`src/rtl/rc_pkg.sv`:
```
`timescale 1ns/1ps
package rc_pkg;

    localparam int NARROW_W = 16;
    localparam int WIDE_W   = 2 * NARROW_W;
    localparam int CNT_W    = $clog2(WIDE_W) + 1;

    typedef enum logic [1:0] {
        OP_ROL = 2'b00,
        OP_ROR = 2'b01,
        OP_RCL = 2'b10,
        OP_RCR = 2'b11
    } rot_op_e;

    typedef struct packed {
        logic [WIDE_W-1:0] word;
        logic              carry;
        logic              done;
        logic              err;
        logic              req_prev;
    } rot_state_t;

endpackage

```
`src/rtl/rc_fire_gate.sv`:
```
`timescale 1ns/1ps
// Decides whether the request is accepted on this edge.
module rc_fire_gate (
    input  logic req_i,
    input  logic req_prev_i,
    input  logic pulse_mode_i,
    output logic fire_o
);
    always_comb begin
        if (pulse_mode_i) fire_o = req_i && !req_prev_i;
        else              fire_o = req_i;
    end
endmodule

```
`src/rtl/rc_count_check.sv`:
```
`timescale 1ns/1ps
// Legal count window for the selected width.
module rc_count_check #(
    parameter int NARROW = 16,
    parameter int WIDE   = 32,
    parameter int CW     = 6
) (
    input  logic [CW-1:0] count_i,
    input  logic          wide_i,
    output logic          legal_o
);
    localparam logic [CW-1:0] LIM_N = CW'(NARROW);
    localparam logic [CW-1:0] LIM_W = CW'(WIDE);

    logic [CW-1:0] limit;

    always_comb begin
        limit   = wide_i ? LIM_W : LIM_N;
        legal_o = (count_i != '0) && (count_i <= limit);
    end
endmodule

```
`src/rtl/rc_rotator.sv`:
```
`timescale 1ns/1ps
// Single-cycle rotator of one width, plain and through-carry forms.
module rc_rotator #(
    parameter int W  = 16,
    parameter int CW = 6
) (
    input  logic [W-1:0]  word_i,
    input  logic          carry_i,
    input  logic [CW-1:0] amt_i,
    input  logic          left_i,
    input  logic          thru_i,
    output logic [W-1:0]  word_o,
    output logic          carry_o
);
    localparam int RING = W + 1;

    logic [2*W-1:0]    dbl_l, dbl_r;
    logic [2*RING-1:0] ring_l, ring_r;
    logic [RING-1:0]   ring_sel;

    always_comb begin
        dbl_l  = {word_i, word_i} << amt_i;
        dbl_r  = {word_i, word_i} >> amt_i;
        ring_l = {carry_i, word_i, carry_i, word_i} << amt_i;
        ring_r = {carry_i, word_i, carry_i, word_i} >> amt_i;
        ring_sel = left_i ? ring_l[2*RING-1:RING] : ring_r[RING-1:0];

        if (thru_i) begin
            word_o  = ring_sel[W-1:0];
            carry_o = ring_sel[W];
        end else if (left_i) begin
            word_o  = dbl_l[2*W-1:W];
            carry_o = dbl_l[W];
        end else begin
            word_o  = dbl_r[W-1:0];
            carry_o = dbl_r[W-1];
        end
    end
endmodule

```
`src/rtl/rotcarry_unit.sv`:
```
`timescale 1ns/1ps
module rotcarry_unit
    import rc_pkg::*;
(
    input  logic              clk,
    input  logic              rst,
    input  logic [WIDE_W-1:0] data_in,
    input  logic              wide,
    input  logic [CNT_W-1:0]  count,
    input  logic [1:0]        op,
    input  logic              req,
    input  logic              pulse_mode,
    output logic [WIDE_W-1:0] data_out,
    output logic              carry_out,
    output logic              done,
    output logic              err
);
    localparam int LANES = 2;

    rot_state_t st_d, st_q;

    logic              fire;
    logic              legal;
    logic              go_left;
    logic              go_thru;
    logic              req_last;
    logic [WIDE_W-1:0] in_mask;
    logic [WIDE_W-1:0] lane_word [LANES];
    logic              lane_carry[LANES];

    assign go_left  = (rot_op_e'(op) == OP_ROL) || (rot_op_e'(op) == OP_RCL);
    assign go_thru  = op[1];
    assign req_last = st_q.req_prev;
    assign in_mask  = wide ? '1 : WIDE_W'({NARROW_W{1'b1}});

    rc_fire_gate u_gate (
        .req_i        (req),
        .req_prev_i   (st_q.req_prev),
        .pulse_mode_i (pulse_mode),
        .fire_o       (fire)
    );

    rc_count_check #(.NARROW(NARROW_W), .WIDE(WIDE_W), .CW(CNT_W)) u_cnt (
        .count_i (count),
        .wide_i  (wide),
        .legal_o (legal)
    );

    for (genvar g = 0; g < LANES; g++) begin : g_lane
        localparam int GW = (g == 0) ? NARROW_W : WIDE_W;
        logic [GW-1:0] r_word;
        logic          r_carry;

        rc_rotator #(.W(GW), .CW(CNT_W)) u_rot (
            .word_i  (data_in[GW-1:0]),
            .carry_i (st_q.carry),
            .amt_i   (count),
            .left_i  (go_left),
            .thru_i  (go_thru),
            .word_o  (r_word),
            .carry_o (r_carry)
        );

        assign lane_word[g]  = WIDE_W'(r_word);
        assign lane_carry[g] = r_carry;
    end

    always_comb begin
        st_d          = st_q;
        st_d.req_prev = req;
        st_d.done     = 1'b0;
        st_d.err      = 1'b0;
        if (fire) begin
            st_d.done = 1'b1;
            if (legal) begin
                st_d.word  = lane_word[wide];
                st_d.carry = lane_carry[wide];
            end else begin
                st_d.err  = 1'b1;
                st_d.word = data_in & in_mask;
            end
        end
    end

    always_ff @(posedge clk) begin
        if (rst) st_q <= '0;
        else     st_q <= st_d;
    end

    assign data_out  = st_q.word;
    assign carry_out = st_q.carry;
    assign done      = st_q.done;
    assign err       = st_q.err;

endmodule

```
`config.mk`:
```
export PLATFORM = sky130hd
export DESIGN_NAME = rotcarry_unit
export DESIGN_NICKNAME = d
export VERILOG_FILES = /design/src/rtl/rc_pkg.sv /design/src/rtl/rc_fire_gate.sv /design/src/rtl/rc_count_check.sv /design/src/rtl/rc_rotator.sv /design/src/rtl/rotcarry_unit.sv
export SDC_FILE = /design/constraint.sdc
export NUM_CORES = 1
export LEC_CHECK = 0
export BUFFER_PORTS_ARGS = -buffer_cell sky130_fd_sc_hd__buf_4
export CORE_UTILIZATION = 40
export CTS_BUF_LIST = sky130_fd_sc_hd__clkbuf_4 sky130_fd_sc_hd__clkbuf_8
export CTS_CLUSTER_DIAMETER = 100
export DETAILED_ROUTE_END_ITERATION = 8
export GPL_ROUTABILITY_DRIVEN = 1
export PLACE_DENSITY = 0.54
export SYNTH_ARGS = -nofsm -noshare
export SYNTH_HDL_FRONTEND = slang
export SYNTH_HIERARCHICAL = 1
export SYNTH_SLANG_ARGS = --single-unit
export TNS_END_PERCENT = 100
```
`constraint.sdc`:
```
create_clock -name clk -period 8.1 [get_ports clk]
set_input_delay 1.215 -clock clk [delete_from_list [all_inputs] [get_ports clk]]
set_output_delay 1.215 -clock clk [all_outputs]
set_load 0.05 [all_outputs]
```
==> reports/summary.txt, run 1 <==
Status - finished with violations
Failing checks - max-capacitance violations, max-slew violations
CP Class - in2reg
TritonCTS clock tree - built
Vias in the first global route - 16.1k
CTS buffer count - 5
Area grow syn2layout - 2.56%
GPL Wtd Cong - 1.03
First-pass GRT wire length - 125000 µm
Hold Path Class - reg2reg
Fillers - 3789
CP Capture Type - flip-flop
Comb power frac - 0.792
Async SR Flop Fraction - 0
Place WS - 2610 ps
Post-Syn Area - 14900 µm²
Most frequent cells in the layout - 169 x nor2_1, 166 x nand2_1, 164 x mux2i_1, 126 x mux4_2, 113 x a21oi_1
Clk slew on worst S/H paths - 80 ps
Power Density - 111 nW/µm²
Depth of the CTS H-tree - 2
DR pass1 iterations - 8
Sw Ratio - 0.590
R2R Path Start - carry_out$_SDFFE_PP0P_
Clk sinks - 36
Seq/Total Area, Yosys - 0.0485
YS warnings - 6
Pins over their slew limit - 3
Slew HR - -0.0362
CP required - 8280 ps
Leakage Power - 5.53 nW
Total design power - 1.69 mW
Commonest non-fill, non-tap cell in the layout - nor2_1
Cell row count - 70
Skew-Pair Late Insertion Delay - 330 ps
DIE AREA - 37900 µm²
Worst Hold End - data_out[31]$_SDFFE_PP0P_
CP startpoint kind - primary input
Max VDD drop - 0.000121 V
Setup violators final - 0
Crit path max fanout - 112
Starting DRC count in detailed routing - 2893
CTS Buffer Depth - 2
Share of post-route cells with drive strength above 1 - 0.213
NumNets Final - 1795
RSZ-0062 raised after global routing - no
Final WS setup - 2750 ps
Initial Util - 0.406
DR vias - 17.7k
Worst Hold Depth - 1
Largest net degree at the start of global routing - 136
Setup Fix Bufs, Post-CTS - 0
Total net switching power - 994 µW
Worst Path Arrival - 5530 ps
Chip height - 195 µm
Fmax achieved - 187 MHz
Syn Inst Count - 1866
DRC Markers - 0
Worst Max-Slew Pin Slew - 1550 ps
Final Hold Fails - 0
Non-filler cells, final - 2219
Total core area - 36600 µm²
Total track usage - 0.451
Count of different cell masters after synthesis - 90
Area post-placement - 15100 µm²
EDFF count, synth - 0
Syn_area_per_cell - 7.96 µm²
I/O pins - 80
Hold_sp - data_out[31]$_SDFFE_PP0P_
R2R depth - 10
Synth Register Bits - 36
Total congestion overflow - 0
Initial antenna violation count - 3
DR WL/cell - 39.3 µm
Max_cap viols - 1
IO Port Bufs - 79
Root Buffer - clkbuf_8
Chip Width - 195 µm
Tmin final - 5350 ps
Routed Antenna Nets - 0
Hold_buf cts - 0
Post-CTS sizing - 0
Main synth FF type - dfxtp_1
TNS Setup - 0 ps
Drt via density - 7.97
FF-to-FF setup slack - 4540 ps
Drt total wl - 87300 µm
Final worst-path cycle share - 0.661
Fin area - 15200 µm²
Internal power - 692 µW
R2r endpoint - data_out[1]$_SDFFE_PP0P_
Syn Nets - 1913
Hpwl dp - 60800 µm
Cells after DPL - 2209
Clock skew - 23.4 ps
Flop pwr share - 0.119
Clock power share - 0.088
-- power groups by stage --
stage	Combinational, mW	Sequential [mW]	Clock [mW]
after floorplan	0.789	0.246	0
after global placement	1.28	0.205	0
after detailed placement	1.26	0.205	0
after CTS	1.26	0.201	0.149
after global routing	1.37	0.202	0.156
final	1.34	0.201	0.149
-- registers in the layout, summed over array words and instances (netlist names) --
name / flops
data_out: 32
req_last: 1
err: 1
done: 1
carry_out: 1
-- synthesized netlist by cell type (all sizes together), types with 34 or more instances --
cell    instances  share of area
a21oi         113          0.038
buf           105          0.046
clkbuf        133          0.034
dfxtp          36          0.049
mux2           69          0.053
mux2i         164           0.11
mux4          139           0.21
nand2         166          0.042
nand2b         39          0.016
nand3          41          0.014
nor2          170          0.043
o21ai         112          0.038
o221ai         34          0.024
o22ai          38          0.016
-- per-layer routing --
| layer | share of wire | vias up | GRT usage | routed length, µm |
|---|---|---|---|---|
| met5 | 0.00026 | - | 0 | 23 |
| met4 | 0.038 | 4 | 0.131 | 3300 |
| met3 | 0.17 | 240 | 0.194 | 14800 |
| met2 | 0.38 | 1638 | 0.597 | 33400 |
| met1 | 0.41 | 8654 | 0.649 | 35700 |
| li1 | - | 7150 | - | - |
-- final cells by class --
cell class / instances / area (µm²) / area share
inverters: 22 / 83.8 / 0.00550
flip-flops and latches: 36 / 721 / 0.0473
diodes: 2 / 5.00 / 0.000329
clock inverters: 3 / 18.8 / 0.00123
well taps: 468 / 586 / 0.0384
repair buffers: 113 / 888 / 0.0583
clock buffers: 5 / 68.8 / 0.00452
multi-input cells: 1570 / 12900 / 0.844
-- cell families (layout without fill, tap and decap cells) --
family / after synthesis / in the layout / synth area share
AOI/OAI and AO/OA: 628 / 628 / 0.301
adders and majority gates: 2 / 2 / 0.00168
and+or+nand+nor: 568 / 568 / 0.185
other: 0 / 2 / 0
DFF: 36 / 36 / 0.0485
muxes: 372 / 372 / 0.377
buffers and inverters: 260 / 143 / 0.0856
-- through the flow --
stage          utilization  hold WS [ps]
2_1_floorplan            -           698
3_3_place_gp         0.414           449
3_5_place_dp         0.414           451
4_1_cts              0.416           475
5_1_grt              0.416           488
6_report             0.416           474
-- worst max path at each step --
stage                     slack, ps      from                   endpoint
after floorplan                4330  count[0]  data_out[13]$_SDFFE_PP0P_
after detailed placement       2610  count[0]  data_out[14]$_SDFFE_PP0P_
after global routing           2590  count[0]  data_out[14]$_SDFFE_PP0P_
after global placement         2520  count[0]  data_out[14]$_SDFFE_PP0P_
after CTS                      2950  count[0]  data_out[14]$_SDFFE_PP0P_
final                          2750  count[0]  data_out[14]$_SDFFE_PP0P_
-- worst max-delay path, stage by stage --
cell,delay (ps)
buf_8,730
buf_4,690
mux4_2,630
mux2i_1,450
mux2_2,290
o22a_1,330
a31oi_1,180
o221a_2,330
mux2i_1,400
o221ai_2,160
Power figures use the tool's default switching activity.
==> inputs of run 2 (changes only) <==
--- a/config.mk
+++ b/config.mk
@@ -5,13 +5,14 @@
 export SDC_FILE = /design/constraint.sdc
 export NUM_CORES = 1
 export LEC_CHECK = 0
+export ABC_AREA = 1
 export BUFFER_PORTS_ARGS = -buffer_cell sky130_fd_sc_hd__buf_4
 export CORE_UTILIZATION = 40
 export CTS_BUF_LIST = sky130_fd_sc_hd__clkbuf_4 sky130_fd_sc_hd__clkbuf_8
 export CTS_CLUSTER_DIAMETER = 100
 export DETAILED_ROUTE_END_ITERATION = 8
 export GPL_ROUTABILITY_DRIVEN = 1
-export PLACE_DENSITY = 0.54
+export PLACE_DENSITY = 0.57
 export SYNTH_ARGS = -nofsm -noshare
 export SYNTH_HDL_FRONTEND = slang
 export SYNTH_HIERARCHICAL = 1
==> constraint.sdc (replaced) <==
create_clock -name clk -period 4.6 [get_ports clk]
set_input_delay 0.69 -clock clk [delete_from_list [all_inputs] [get_ports clk]]
set_output_delay 0.69 -clock clk [all_outputs]
set_load 0.05 [all_outputs]
==> run 2 against run 1 <==
  * The flow now finishes without violations
  * Global-route usage increased by 2.0 points
  * Final area down 13%
  * Sequential power increased by 74%
  * Synthesized cell count up 39%
  * First-iteration DRC count increased by 0.86%
  * Die area fell by 13%
  * Critical endpoint is now data_out[20]$_SDFFE_PP0P_
  * Largest power group unchanged
  * Highest routed layer is now met4
==> reports/summary.txt, run 2 <==
Routed Antenna Nets - 0 (unchanged)
Most common cell in the netlist - nand2_1 (was nor2_1)
Crit path max fanout - 84 (was 112)
DRC Markers - 0 (unchanged)
Number of flip-flops in the largest register - 32 (unchanged)
Depth of the CTS H-tree - 2 (unchanged)
Chip Width - 181 µm (was 195 µm)
First-pass GRT wire length - 116000 µm (was 125000 µm)
Final worst-path cycle share - 0.737
Leakage Power - 6.86 nW (was 5.53 nW)
Share of post-route cells with drive strength above 1 - 0.121 (was 0.213)
Max_cap viols - 0 (was 1)
Worst Path Arrival - 3560 ps (was 5530 ps)
Clk sinks - 36 (unchanged)
Hold_buf cts - 0 (unchanged)
Pins over their slew limit - 0 (was 3)
Count of different cell masters after synthesis - 48 (was 90)
Clk slew on worst S/H paths - 70 ps (was 80 ps)
Drt via density - 6.38 (was 7.97)
Area post-placement - 13200 µm² (was 15100 µm²)
Max VDD drop - 0.000119 V (was 0.000121 V)
Fin area - 13300 µm² (was 15200 µm²)
DIE AREA - 32800 µm² (was 37900 µm²)
Cell row count - 65 (was 70)
Largest net degree at the start of global routing - 121 (was 136)
Hpwl dp - 58900 µm (was 60800 µm)
Clock skew - 7.41 ps (was 23.4 ps)
Most common library cells after synthesis - 1046 x nand2_1, 651 x nand3_1, 130 x inv_1 (was 169 x nor2_1, 166 x nand2_1, 164 x mux2i_1)
Status - finished, final reports clean (was finished with violations)
Slew HR - 0.356 (was -0.0362)
Total design power - 2.54 mW (was 1.69 mW)
Yosys top cell area share - 0.306 (was 0.191)
CP Capture Type - flip-flop (unchanged)
Main synth FF type - dfxtp_1 (unchanged)
YS warnings - 6 (unchanged)
Setup violators final - 0 (unchanged)
Most frequent cells in the layout - 1046 x nand2_1, 651 x nand3_1, 128 x inv_1, 100 x buf_4, 94 x a21oi_1 (was 169 x nor2_1, 166 x nand2_1, 164 x mux2i_1, 126 x mux4_2, 113 x a21oi_1)
GPL Wtd Cong - 1.11 (was 1.03)
Final WS setup - 1210 ps (was 2750 ps)
Most common cell on crit path - nand2_1 (was mux2i_1)
CP startpoint kind - primary input (unchanged)
I/O pins - 80 (unchanged)
Skew-Pair Late Insertion Delay - 300 ps (was 330 ps)
Fmax achieved - 295 MHz
Async SR Flop Fraction - 0 (unchanged)
Commonest non-fill, non-tap cell in the layout - nand2_1 (was nor2_1)
CP peak stage delay - 640 ps (was 730 ps)
CTS Buffer Depth - 2 (unchanged)
Total track usage - 0.471 (was 0.451)
DR WL/cell - 26.7 µm (was 39.3 µm)
Syn Inst Count - 2587 (was 1866)
TNS Setup - 0 ps (unchanged)
Tmin final - 3390 ps
TritonCTS clock tree - built (unchanged)
DR vias - 18.7k (was 17.7k)
Synth area leader - nand2_1 (was mux4_2)
CP required - 4770 ps (was 8280 ps)
CP Class - in2reg (unchanged)
IO Port Bufs - 79 (unchanged)
Chip height - 181 µm (was 195 µm)
RSZ-0062 raised after global routing - no (unchanged)
Cell family with most CP delay - simple AND/OR/NAND/NOR gates (was multiplexers)
EDFF count, synth - 0 (unchanged)
Initial antenna violation count - 1 (was 3)
Critical-path top delay cell - o21ai_1 (was buf_8)
Post-CTS sizing - 0 (unchanged)
CTS buffer count - 5 (unchanged)
Place WS - 1130 ps (was 2610 ps)
Final Hold Fails - 0 (unchanged)
Syn Nets - 2634 (was 1913)
Synth Register Bits - 36 (unchanged)
Area grow syn2layout - 3.70% (was 2.56%)
Seq/Total Area, Yosys - 0.0562 (was 0.0485)
Area contributors post-synth - nand2_1 31%, nand3_1 25%, dfxtp_1 5.6% (was mux4_2 19%, mux2i_1 11%, mux2_2 5.0%)
NumNets Final - 2565 (was 1795)
Initial Util - 0.407 (was 0.406)
DR pass1 iterations - 7 (was 8)
Starting DRC count in detailed routing - 2918 (was 2893)
Total core area - 31600 µm² (was 36600 µm²)
Worst-path cell chain - buf_4 -> buf_12 -> nand3_1 -> nand3_1 -> nand2_1 -> o21ai_1 -> or2_1 -> nand2_1 -> inv_1 -> nand2_1 -> nand3_1 -> nand2_1 -> inv_1 -> nand2_1 -> nand3_2 -> a21oi_2 (was buf_8 -> buf_4 -> mux4_2 -> mux2i_1 -> mux2_2 -> o22a_1 -> a31oi_1 -> o221a_2 -> mux2i_1 -> o221ai_2)
Syn_area_per_cell - 4.96 µm² (was 7.96 µm²)
Post-Syn Area - 12800 µm² (was 14900 µm²)
Total congestion overflow - 0 (unchanged)
Setup Fix Bufs, Post-CTS - 0 (unchanged)
Root Buffer - clkbuf_8 (unchanged)
Hold Path Class - reg2reg (unchanged)
Worst Max-Slew Pin Slew - 966 ps (was 1550 ps)
Power Density - 191 nW/µm² (was 111 nW/µm²)
Drt total wl - 77900 µm (was 87300 µm)
Vias in the first global route - 17.4k (was 16.1k)
Buf+Inv Stages, Crit Path - 4 (was 2)
run 2: cell types whose count changed after synthesis, moves of 94 or more:
cell	delta
nand2_1	+880
mux4_2	-126
mux2i_1	-164
inv_1	+113
nand3_1	+610
clkbuf_1	-94
run 2: power by group:
part           internal [mW]  leakage [nW]  switching, mW
Clock                  0.134        0.0524          0.116
Combinational          0.481          6.52           1.46
Sequential             0.334         0.296         0.0161
run 2: kinds of logic (layout without fill, tap and decap cells):
| group | count (synthesis) | after routing | share of synthesized area |
|---|---|---|---|
| AND/OR/NAND/NOR | 1973 | 1973 | 0.696 |
| flip-flops | 36 | 36 | 0.0562 |
| buffers and inverters | 333 | 265 | 0.129 |
| other | 0 | 2 | 0 |
| adder cells (fa/ha/maj) | 2 | 2 | 0.00195 |
| AO/OA/AOI/OAI | 243 | 243 | 0.117 |
run 2: cell type report:
class	instances	area, µm²
Timing Repair Buffer	107	891
Multi-Input combinational cell	2218	10500
Tap cell	402	503
Antenna cell	2	5.00
Sequential cell	36	721
Inverter	150	597
Clock buffer	8	97.6
Fill cell	3781	18200
run 2: per-layer routing:
metal | routed length (µm) | vias up | GRT usage | share of wire
li1 | - | 8459 | - | -
met1 | 28000 | 8464 | 0.545 | 0.36
met2 | 33200 | 1367 | 0.721 | 0.43
met3 | 7760 | 370 | 0.0937 | 0.10
met4 | 9010 | 0 | 0.455 | 0.12
met5 | 0 | - | 0 | 0
run 2: worst reg2reg max path, delay by kind of cell, from the launching register on:
kind	cells	cell delay (ps)
simple gates	10	1270
compound gates	3	560
buf+inv	2	340
flops	1	330
run 2: stage by stage:
step	hold WS, ps	utilization	cells
after detailed placement	461	0.419	2913
after global placement	455	0.419	2913
final	471	0.422	2923
after CTS	472	0.422	2921
after floorplan	685	-	2587
after global routing	506	0.422	2921
run 2: worst paths after layout:
path	from	to	slack, ps	depth (start not counted)
worst max-delay path	count[1]	data_out[20]$_SDFFE_PP0P_	1210	16
worst max register to register	carry_out$_SDFFE_PP0P_	data_out[11]$_SDFFE_PP0P_	2060	15
worst min-delay path	carry_out$_SDFFE_PP0P_	carry_out$_SDFFE_PP0P_	470	2
worst min register to register	carry_out$_SDFFE_PP0P_	carry_out$_SDFFE_PP0P_	470	2
